### src/rtl/zol_ctrl.sv
module zol_ctrl #(
  parameter int AW    = 16,
  parameter int CW    = 16,
  parameter int DEPTH = 4
) (
  input  logic          clk,
  input  logic          rst_n,
  input  logic          fetch_vld,
  input  logic [AW-1:0] fetch_pc,
  input  logic          setup_vld,
  input  logic [AW-1:0] setup_pc,
  input  logic [AW-1:0] setup_end,
  input  logic [CW-1:0] setup_count,
  output logic          redirect_vld,
  output logic [AW-1:0] redirect_pc,
  output logic          lce,
  output logic          stack_ovf
);

  localparam int IW = (DEPTH > 1) ? $clog2(DEPTH) : 1;
  localparam int DW = $clog2(DEPTH + 1);

  logic [AW-1:0] st_start [DEPTH];
  logic [AW-1:0] st_end   [DEPTH];
  logic [CW-1:0] st_cnt   [DEPTH];
  logic [DW-1:0] depth;
  logic          ovf_q;

  logic [IW-1:0] top;
  logic [IW-1:0] wr;
  logic [DW-1:0] d_after;
  logic          hit, last, full;
  logic [CW-1:0] load_cnt;

  assign top      = IW'(depth - DW'(1));
  assign hit      = fetch_vld && (depth != '0) && (fetch_pc == st_end[top]);
  assign last     = (st_cnt[top] == CW'(1));
  assign redirect_vld = hit && !last;
  assign redirect_pc  = st_start[top];
  assign lce          = hit && last;
  assign stack_ovf    = ovf_q;

  assign d_after  = depth - DW'(lce);
  assign full     = (d_after == DW'(DEPTH));
  assign wr       = IW'(d_after);
  assign load_cnt = (setup_count == '0) ? CW'(1) : setup_count;

  always_ff @(posedge clk) begin
    if (!rst_n) begin
      depth <= '0;
      ovf_q <= 1'b0;
      for (int i = 0; i < DEPTH; i++) begin
        st_start[i] <= '0;
        st_end[i]   <= '0;
        st_cnt[i]   <= '0;
      end
    end else begin
      if (redirect_vld) st_cnt[top] <= st_cnt[top] - CW'(1);
      if (setup_vld && full) ovf_q <= 1'b1;
      if (setup_vld && !full) begin
        st_start[wr] <= setup_pc + AW'(1);
        st_end[wr]   <= setup_end;
        st_cnt[wr]   <= load_cnt;
      end
      depth <= d_after + DW'(setup_vld && !full);
    end
  end

  assert_excl_R4: assert property (@(posedge clk) disable iff (!rst_n)
    !(redirect_vld && lce));

  assert_idle_R6: assert property (@(posedge clk) disable iff (!rst_n)
    !fetch_vld |-> (!redirect_vld && !lce));

  assert_pop_R4: assert property (@(posedge clk) disable iff (!rst_n)
    (lce && !setup_vld) |=> (depth == $past(depth) - DW'(1)));

  assert_push_R2: assert property (@(posedge clk) disable iff (!rst_n)
    (setup_vld && !lce && depth < DW'(DEPTH)) |=> (depth == $past(depth) + DW'(1)));

  assert_ovf_sticky_R8: assert property (@(posedge clk) disable iff (!rst_n)
    stack_ovf |=> stack_ovf);

  assert_full_push_R8: assert property (@(posedge clk) disable iff (!rst_n)
    (setup_vld && !lce && depth == DW'(DEPTH)) |=> (stack_ovf && depth == DW'(DEPTH)));

  assert_bound_R8: assert property (@(posedge clk) disable iff (!rst_n)
    depth <= DW'(DEPTH));

endmodule

### config.mk
export PLATFORM = sky130hd
export DESIGN_NAME = zol_ctrl
export DESIGN_NICKNAME = d
export VERILOG_FILES = /design/src/rtl/zol_ctrl.sv
export SDC_FILE = /design/constraint.sdc
export NUM_CORES = 1
export LEC_CHECK = 0
export BUFFER_PORTS_ARGS = -buffer_cell sky130_fd_sc_hd__buf_4
export CAP_MARGIN = 0
export CORE_ASPECT_RATIO = 0.8
export CORE_MARGIN = 10
export CORE_UTILIZATION = 45
export CTS_CLUSTER_SIZE = 8
export DETAILED_ROUTE_END_ITERATION = 10
export GPL_TIMING_DRIVEN = 0
export PLACE_DENSITY = 0.69
export SKIP_LAST_GASP = 1
export SLEW_MARGIN = 20
export SYNTH_ARGS = -nofsm -noshare
export SYNTH_HDL_FRONTEND = slang
export SYNTH_SLANG_ARGS = --single-unit
### constraint.sdc
create_clock -name clk -period 5.7 [get_ports clk]
set_clock_uncertainty 0.05 [all_clocks]
set_input_delay 0.57 -clock clk [delete_from_list [all_inputs] [get_ports clk]]
set_output_delay 0.57 -clock clk [all_outputs]
set_load 0.02 [all_outputs]
Word level (Yosys, flattened, before mapping)
Memories as Yosys holds them, arrays and structs flattened.
Index checks and enable logic that the tools add are counted.
Operators by class
  muxes and demuxes: 20
  add/subtract/negate cells: 5
  eq/ne operators: 3
  reduce and logical (&&, ||, !) cells: 14
Operator list (number)
  $mux W16: 5
  $reduce_or A16 Y1: 4
  $add A16 B1 Y16 const B: 1
  $eq A16 B1 Y1 const B: 1
  $eq A16 B16 Y1: 1
  $logic_not A16 Y1: 1
  $sub A16 B1 Y16 const B: 1
  $mux W1: 11
  $mux W2: 4
  $logic_and A1 B1 Y1: 6
  $add A3 B1 Y3: 1
  $eq A3 B3 Y1 const B: 1
  $reduce_bool A3 Y1: 1
  $sub A3 B1 Y3: 1
  $logic_not A1 Y1: 2
  $sub A2 B1 Y2 const B: 1
Storage, ports and cells
  register bits: 4
  output and inout port bits: 19
  memory bits (writable): 192
  memories kept: 3
  input bits: 68
  word-level logic and storage cells: 47
Memory list
  st_cnt: words 4, bits a word 16, read ports 1, clocked after Yosys merged registers in 0, wr ports 4, line 25  | logic [CW-1:0] st_cnt [DEPTH];
  st_end: words 4, bits a word 16, read ports 1, clocked after Yosys merged registers in 0, wr ports 4, line 24  | logic [AW-1:0] st_end [DEPTH];
  st_start: words 4, bits a word 16, read ports 1, clocked after Yosys merged registers in 0, wr ports 4, line 23  | logic [AW-1:0] st_start [DEPTH];

Depth between registers and ports, before layout
Gate-level depths: netlist of run 1.
An unclocked memory read counts as a cell.
  word-level depth: 14
  gate-level depth with buffers: 24
  depth with buffers taken out: 17

Least setup slack after synthesis of run 1
No wires, ideal clock.
  path type: register -> register
  start point: register depth[0]
  end point: memory st_cnt[2][0], enable pin
  required time: 5.258 ns
  path buffers: 8
  stages on the path, launching flop included: 23
  clock period less this slack: 6.543 ns
  data arrival time: 6.101 ns
  setup time: 0.392 ns
  path slack: -0.843 ns
  cells stage by stage: dfxtp_1 > buf_6 > buf_6 > buf_6 > inv_2 > ha_1 > buf_2 > buf_2 > buf_2 > mux4_2 > inv_1 > ha_1 > nor4b_1 > nand3_2 > nor3b_1 > ha_1 > ha_1 > nand2b_1 > clkbuf_1 > or2_2 > clkbuf_1 > nand2_1 > o21bai_1
RTL lines
  from (decl): line 26  | logic [DW-1:0] depth;
  from (signal assigned): line 65  | depth <= d_after + DW'(setup_vld && !full);
  to (decl): line 25

==> impl_metrics.py, run 1 <==
metrics = {
    "outcome": {
        "status": "completed",
    },
    "synth": {
        "netlist_area_um2": 9867,
        "syn_area_per_cell_um2": 12.98,
        "syn_nets": 836,
        "ys_seq_elements": 196,
        "async_flop_share": 0,
        "synth_seq_area_share": 0.5924,
        "synth-edff-count": 192,
        "synth.distinct_cells": 61,
        "synthFlopType": "edfxtp_1",
        "syn_inst": 760,
        "ys_warn_count": 0,
    },
    "critical_path": {
        "slowest_delay_ps": 610,
        "worstRegToRegCells": 19,
        "crit_buf_inv": 7,
        "path_delay_family": "simple AND/OR/NAND/NOR gates",
        "cp_common_cell": "buf_6",
        "path_cells": "buf_6, buf_8, buf_6, inv_2, ha_1, buf_2, buf_6, mux4_2, or4_4, nor2_2, nand3_2, nor3b_4, ha_1, ha_1, nand2_1, or3_4, nand2_8, o21bai_2, buf_6",
        "cp_slowest_cell": "or4_4",
        "worstSetupEndpointType": "flop",
        "cp_max_fo": 17,
        "cp.depth": 19,
        "cp.required_ps": 5800,
        "path_class": "reg2reg",
        "crit_arrival_ps": 5590,
        "cp-start-kind": "flop",
    },
    "timing": {
        "rsz0062_at_grt": "true",
        "timing.fmax_mhz": 182.1,
        "hold_viol": 0,
        "slew_viol_final": 0,
        "period_share": 0.9636,
        "tightest_slew_ps": 1214,
        "setup-violations-final": 0,
        "finalCriticalPeriod_ps": 5493,
        "maxSlewHeadroom": 0.1904,
        "worst_slack_ps": 207.3,
    },
    "route": {
        "wirelength_um": 25810,
        "drt-initial-drc-count": 739,
        "ant_nets": 0,
        "routed-via-count": 6779,
        "dr.pass1.iters": 5,
        "viasPerCell": 5.799,
        "wire_per_inst_um": 22.08,
        "drc": 0,
    },
    "clock_tree": {
        "cts_buffer_depth": 2,
        "clock-root-buffer": "clkbuf_16",
        "h-tree-depth": 4,
        "cts_inserted_buffers": 17,
        "clkSinkCount": 196,
        "cts_tree": "done",
        "clock_latency_ps": 440,
        "cts.reportedPaths.clkPinSlew_ps": 70,
    },
    "finish": {
        "layout_common_cells": "edfxtp_1 (192), nor2_1 (108), buf_4 (98), nand2_1 (98), mux4_2 (38)",
        "drive_gt1_frac": 0.2696,
        "mostFrequentLayoutCell": "edfxtp_1",
        "fin_cells": 1169,
        "utilization": 0.5520,
        "nNetsFinal": 957,
        "area_growth_pct": 20.62,
        "num_antenna_cells": 0,
        "stdcell_area_um2": 11900,
    },
    "grt": {
        "grt_pass1_vias": 6890,
        "grt_max_degree": 35,
        "grt_use_total": 0.1829,
        "grt_first_pass_wirelength_um": 39300,
        "grt_overflow": 0,
        "antenna_found_initial": 0,
    },
    "placement": {
        "post_dp_cell_area_um2": 10960,
        "hpwl_um": 17360,
        "dpl_worst_slack_ps": -1378,
        "routabilityCongestion": 0.8933,
        "post-place-cells": 1125,
        "io_buffers": 86,
    },
    "hold_path": {
        "min_path_cells": 3,
        "min_path_type": "in2reg",
    },
    "floorplan": {
        "io_pins": 87,
        "initial_core_util": 0.4576,
        "fp-row-count": 48,
        "die_area_um2": 28290,
        "die_h_um": 152.4,
        "core-area_um2": 21560,
        "die_w_um": 185.6,
    },
    "power_and_ir_drop": {
        "power_density_nw_per_um2": 314.6,
        "power.leakage_nw": 4.514,
        "power_mw": 3.744,
        "peakVddDrop_v": 0.0002056,
    },
    "run": {
        "drv_cap": 0,
    },
}
registers in the layout, summed over array words and instances (netlist names):
name       flops
depth          3
st_cnt        64
st_end        64
st_start      64
stack_ovf      1
synth_stat cells (2+ instances only):
cell type,number,area [µm²]
nand4_1,5,31.28
o21bai_1,3,22.52
buf_4,2,15.01
and2_1,6,37.54
nand3b_1,2,15.01
inv_1,36,135.1
dfxtp_1,4,80.08
a32o_1,16,160.2
o31ai_2,4,50.05
nand2_1,102,382.9
mux2i_1,14,140.1
ha_1,8,100.1
o31ai_1,34,255.2
nor2_1,112,420.4
a2111oi_4,2,55.05
and4_1,2,17.52
or3_1,2,12.51
o21ai_0,8,40.04
buf_2,7,35.03
xor2_1,30,262.8
buf_6,6,67.56
nor3_1,9,45.04
nand2b_1,7,43.79
xnor2_1,19,166.4
buf_1,2,7.510
edfxtp_1,192,5766
o21ai_1,4,20.02
nand3_1,15,75.07
nor4_1,3,18.77
or2_2,2,12.51
mux4_1,4,105.1
and3_4,2,22.52
mux4_2,37,833.3
clkbuf_1,21,78.83
nor2b_1,6,37.54
and3_1,6,37.54
or4_4,2,22.52
cells by family (layout without fill, tap and decap cells):
| family | count (synthesis) | in the layout | synth area share |
|---|---|---|---|
| compound gates | 81 | 81 | 0.07050 |
| flops | 196 | 196 | 0.5924 |
| simple gates | 294 | 297 | 0.1375 |
| buf+inv | 77 | 208 | 0.03665 |
| xor+xnor | 49 | 49 | 0.04349 |
| mux | 55 | 55 | 0.1093 |
| fa+ha+maj | 8 | 8 | 0.01014 |
cell type report:
type | instances | area [µm²]
fill | 1790 | 9659
sequential | 196 | 5846
multi-input combinational | 490 | 3881
timing repair buffer | 100 | 794.5
clock buffer | 17 | 425.4
tap | 275 | 344.1
buffer | 38 | 251.5
clock inverter | 15 | 215.2
inverter | 38 | 143.9
worst register-to-register path: stages (launching register included):
cell	delay, ps
dfxtp_1	320
buf_6	160
buf_8	200
buf_6	200
inv_2	110
ha_1	280
buf_2	220
buf_6	220
mux4_2	410
or4_4	610
nor2_2	170
nand3_2	120
nor3b_4	290
ha_1	190
ha_1	240
nand2_1	180
or3_4	510
nand2_8	210
o21bai_2	260
buf_6	240
final timing paths:
kind         startpoint            to  slack, ps
max            depth[0]  st_cnt[0][9]        210
min           setup_vld     stack_ovf        360
max reg2reg    depth[0]  st_cnt[0][9]        210
min reg2reg   stack_ovf     stack_ovf        500
layer usage:
metal	track usage	wire (µm)	vias up	share of wire
li1	-	-	3070	-
met1	0.2523	11020	3319	0.43
met2	0.2711	11600	350	0.45
met3	0.05148	2649	40	0.10
met4	0.06133	543	0	0.021
met5	0	0	-	0
report_power, final:
part           total, mW  leakage [nW]  internal (mW)  switching, mW
Clock               1.32         0.309          0.748          0.573
Combinational      0.726          2.17          0.286          0.441
Sequential          1.70          2.03           1.68         0.0205
Total               3.74          4.51           2.71           1.03
per-stage QoR:
step           TNS (ps)  hold WS, ps
2_1_floorplan         0        526.8
3_3_place_gp    -282230        492.7
3_5_place_dp    -228550        493.1
4_1_cts               0        343.1
5_1_grt          -218.8        350.2
6_report              0        362.8
timing repair:
action / 4_1_cts / 5_1_grt
pin swaps: 6 / 3
buffers inserted: 8 / 2
resized for setup: 25 / 27
endpoints found under the setup margin: 384 / 238
cloned: 2 / 1
hold buffers: 0 / 0
hold endpoints to repair: 0 / 0
(Power assumes the default switching activity.)
==> run 2: changes to the inputs <==
Settings changed: CTS_CLUSTER_DIAMETER set to 200, RECOVER_POWER set to 100.
Clock period 5.7 ns to 4.7 ns, I/O delays scaled along.
==> impl_metrics.py, run 2 (synthesis gave the netlist of run 1 again) <==
metrics = {
    "critical_path": {
        "worstSetupEndpointType": "flop",
        "crit_arrival_ps": 4710,
        "path_class": "reg2reg",
        "r2r-end": "st_cnt[2][3]",
        "worstRegToRegCells": 20,
        "reg2reg_setup_slack_ps": 90,
        "r2r-start": "depth[0]",
        "cp_max_fo": 10,
        "cp-start-kind": "flop",
        "cp.required_ps": 4800,
    },
    "finish": {
        "mostFrequentLayoutCell": "edfxtp_1",
        "layout_common_cells": "edfxtp_1 (192), buf_4 (112), nor2_1 (108)",
        "num_antenna_cells": 0,
        "area_growth_pct": 24.73,
        "reg.largest.list": "st_cnt (64), st_end (64), st_start (64)",
        "nNetsFinal": 980,
        "drive_gt1_frac": 0.3043,
    },
    "timing": {
        "hold_viol": 0,
        "finalSetupTns_ps": 0,
        "finalCriticalPeriod_ps": 4611,
        "slew_viol_final": 0,
        "setup-violations-final": 0,
        "timing.fmax_mhz": 216.9,
        "timing.hold.ws_ps": 296.7,
        "tightest_slew_ps": 785.3,
        "maxSlewHeadroom": 0.4765,
        "period_share": 0.9810,
    },
    "clock_tree": {
        "cts_inserted_buffers": 17,
        "clock_latency_ps": 440,
        "cts_tree": "done",
        "cts.reportedPaths.clkPinSlew_ps": 70,
        "cts_buffer_depth": 2,
        "clock-root-buffer": "clkbuf_16",
        "h-tree-depth": 4,
        "clkSinkCount": 196,
    },
    "route": {
        "dr.pass1.iters": 6,
        "drt-initial-drc-count": 806,
        "ant_nets": 0,
        "viasPerCell": 5.814,
        "wirelength_um": 26860,
        "wire_per_inst_um": 22.53,
        "drc": 0,
        "routed-via-count": 6930,
    },
    "placement": {
        "hpwl_um": 17340,
        "routabilityCongestion": 0.9070,
        "io_buffers": 86,
    },
    "grt": {
        "antenna_found_initial": 0,
        "grt_overflow": 0,
        "grt_use_total": 0.1890,
        "grt_pass1_vias": 6839,
        "grt_first_pass_wirelength_um": 40160,
        "grt_max_degree": 21,
    },
    "hold_path": {
        "min_path_cells": 3,
        "whs_endpoint": "stack_ovf",
        "min_path_type": "in2reg",
        "min-delay-start": "setup_vld",
    },
    "floorplan": {
        "die_h_um": 152.4,
        "fp-row-count": 48,
        "die_area_um2": 28290,
        "initial_core_util": 0.4576,
        "die_w_um": 185.6,
        "io_pins": 87,
        "core-area_um2": 21560,
    },
    "power_and_ir_drop": {
        "peakVddDrop_v": 0.0002765,
        "power_mw": 4.570,
        "power_density_nw_per_um2": 371.4,
        "power.leakage_nw": 4.710,
    },
    "run": {
        "drv_cap": 0,
    },
    "outcome": {
        "status": "completed",
    },
}
[run 2: cell types whose count changed in the layout (fill, tap and decap cells not counted), moves of 4 or more]
cell and change:
inv_8 +4, clkinv_4 +4, buf_12 +5, buf_4 +14
[run 2: critical path: stages (launching register included)]
cell and delay [ps]:
dfxtp_2 330, buf_8 110, buf_12 130, inv_8 50, ha_4 340, buf_12 130, mux2i_1 200, xnor2_1 100
or4_4 570, a21oi_4 230, buf_6 170, nor3b_4 220, ha_2 230, ha_4 230, nand2b_4 150, clkbuf_8 170
or2_4 230, clkbuf_8 170, nand2_8 80, o21bai_4 210, buf_12 180
[run 2: area by class of cell]
type                       count  area [µm²]
timing repair inverter         1       8.758
timing repair buffer         124        1022
inverter                      38       155.1
clock inverter                15       190.2
clock buffer                  17       425.4
fill                        1698        9254
multi-input combinational    490        4021
tap                          275       344.1
sequential                   196        5847
buffer                        36       292.8
[run 2: metrics by stage]
step	instances	area [µm²]	setup WS, ps	utilization
finish	1192	12310	89.33	0.5708
global route	1192	12310	-5.504	0.5708
CTS	1184	12200	46.61	0.5658
detailed placement	1122	11110	-1283	0.5151
global placement	1121	11080	-1390	0.5138
floorplan	760	10090	-55.32	-
[run 2: worst max-delay path by stage]
stage,startpoint,to,cells after the start
floorplan,depth[0],st_cnt[2][0],21
global placement,depth[0],st_cnt[3][14],14
detailed placement,depth[0],st_cnt[1][14],18
CTS,depth[0],st_cnt[2][2],21
global route,depth[0],st_cnt[2][4],21
finish,depth[0],st_cnt[2][3],20
[run 2: power breakdown]
| part | internal, mW | switching, mW |
|---|---|---|
| sequential | 2.03 | 0.0264 |
| combinational | 0.415 | 0.573 |
| clock | 0.814 | 0.709 |
| total | 3.26 | 1.31 |
[run 2: repair_timing]
item,CTS,global route
pin swaps,18,7
hold buffers,0,0
buffers inserted,27,8
cloned,5,1
endpoints found under the setup margin,388,137
resized for setup,47,12
[run 2: routing by layer]
metal | GRT usage | vias up | wire [µm]
met5 | 0 | - | 0
met4 | 0.04638 | 0 | 285
met3 | 0.05291 | 26 | 2508
met2 | 0.2856 | 356 | 12450
met1 | 0.2629 | 3428 | 11620
li1 | - | 3120 | -
==> run 3: changes to the inputs <==
--- a/config.mk
+++ b/config.mk
@@ -7,2 +7,3 @@
 export LEC_CHECK = 0
+export ABC_CLOCK_PERIOD_IN_PS = 4700
 export BUFFER_PORTS_ARGS = -buffer_cell sky130_fd_sc_hd__buf_4
@@ -10,3 +11,3 @@
 export CORE_ASPECT_RATIO = 0.8
-export CORE_MARGIN = 10
+export CORE_MARGIN = 2
 export CORE_UTILIZATION = 45
--- a/constraint.sdc
+++ b/constraint.sdc
@@ -4,2 +4,2 @@
 set_output_delay 0.47 -clock clk [all_outputs]
-set_load 0.02 [all_outputs]
+set_load 0.005 [all_outputs]
==> impl_metrics.py, run 3 (synthesis gave the netlist of run 1 again) <==
metrics = {
    "outcome": {
        "status": "completed",
    },
    "finish": {
        "drive_gt1_frac": 0.3108,
        "nNetsFinal": 980,
        "stdcell_area_um2": 12330,
        "reg.largest.list": "st_cnt (64), st_end (64), st_start (64)",
        "fin_cells": 1192,
        "num_antenna_cells": 0,
        "layout_common_cells": "edfxtp_1 (192), buf_4 (112), nor2_1 (109)",
        "area_growth_pct": 25.01,
        "mostFrequentLayoutCell": "edfxtp_1",
        "utilization": 0.5721,
    },
    "floorplan": {
        "die_w_um": 169.6,
        "fp-row-count": 48,
        "io_pins": 87,
        "core-area_um2": 21560,
        "initial_core_util": 0.4576,
        "die_area_um2": 23130,
        "die_h_um": 136.4,
    },
    "grt": {
        "grt_use_total": 0.2392,
        "antenna_found_initial": 0,
        "grt_first_pass_wirelength_um": 40110,
        "grt_pass1_vias": 6949,
        "grt_overflow": 0,
        "grt_max_degree": 21,
    },
    "timing": {
        "period_share": 0.9628,
        "setup-violations-final": 0,
        "worst_slack_ps": 174.9,
        "tightest_slew_ps": 784.0,
        "finalCriticalPeriod_ps": 4525,
        "timing.fmax_mhz": 221.0,
        "slew_viol_final": 0,
        "maxSlewHeadroom": 0.4773,
        "timing.hold.ws_ps": 291.7,
        "hold_viol": 0,
        "finalSetupTns_ps": 0,
    },
    "clock_tree": {
        "h-tree-depth": 4,
        "clock_latency_ps": 450,
        "cts_inserted_buffers": 17,
        "clkSinkCount": 196,
        "clock-root-buffer": "clkbuf_16",
        "cts_tree": "done",
        "cts_buffer_depth": 2,
        "cts.reportedPaths.clkPinSlew_ps": 70,
    },
    "critical_path": {
        "cp.required_ps": 4910,
        "worstSetupEndpointType": "flop",
        "path_class": "reg2reg",
        "cp-start-kind": "flop",
        "cp_max_fo": 10,
        "worstRegToRegCells": 16,
        "crit_arrival_ps": 4730,
    },
    "placement": {
        "io_buffers": 86,
        "dpl_worst_slack_ps": -1639,
        "post-place-cells": 1122,
        "post_dp_cell_area_um2": 11040,
        "routabilityCongestion": 0.8852,
        "hpwl_um": 16890,
    },
    "route": {
        "wirelength_um": 26350,
        "wire_per_inst_um": 22.11,
        "drc": 0,
        "dr.pass1.iters": 8,
        "ant_nets": 0,
        "drt-initial-drc-count": 863,
        "routed-via-count": 6878,
        "viasPerCell": 5.770,
    },
    "run": {
        "drv_cap": 0,
    },
    "power_and_ir_drop": {
        "power_mw": 4.492,
        "peakVddDrop_v": 0.0002151,
        "power.leakage_nw": 4.715,
        "power_density_nw_per_um2": 364.2,
    },
    "hold_path": {
        "min_path_cells": 3,
        "min_path_type": "in2reg",
    },
}
## run 3: power by group
| part | internal, mW | switching, mW |
|---|---|---|
| registers | 2.03 | 0.0280 |
| logic | 0.422 | 0.538 |
| clock network | 0.757 | 0.714 |
| total | 3.21 | 1.28 |
## run 3: critical path, cell delays in order (launching register included)
cell and delay (ps):
dfxtp_4 390, inv_6 60, ha_1 300, buf_6 150, bufbuf_16 270, mux4_2 330
or4_4 560, nor2_4 160, nand3_4 110, nor3b_4 250, ha_2 350, nor2b_2 300
and3_1 200, clkbuf_1 320, buf_2 350, nand2_1 100, o31ai_1 80
## run 3: final timing paths
check	startpoint	endpoint	slack [ps]
setup / recovery	depth[0]	st_cnt[3][1]	170
hold / removal	setup_count[3]	st_cnt[0][3]	290
setup reg to reg	depth[0]	st_cnt[3][1]	170
hold reg to reg	stack_ovf	stack_ovf	530
## run 3: area by class of cell
cell class                 instances  area (µm²)
multi-input combinational        490        4040
tap                              275       344.1
timing repair inverter             1       8.758
fill                            1720        9226
sequential                       196        5849
timing repair buffer             126        1077
clock buffer                      17       425.4
inverter                          38       152.6
buffer                            34       269.0
clock inverter                    15       167.7
## run 3: timing repair
| item | in CTS | in global routing |
|---|---|---|
| gates resized for setup | 54 | 27 |
| hold buffers | 0 | 0 |
| endpoints found under the setup margin | 388 | 244 |
| pin swaps | 14 | 10 |
| cloned | 6 | 0 |
| buffers inserted | 30 | 7 |
## run 3: routing by layer
metal	share of wire	track usage	wire, µm
met1	0.44	0.3497	11500
met4	0.012	0.06125	324
met3	0.091	0.04512	2390
met5	0	0	0
met2	0.46	0.3712	12140
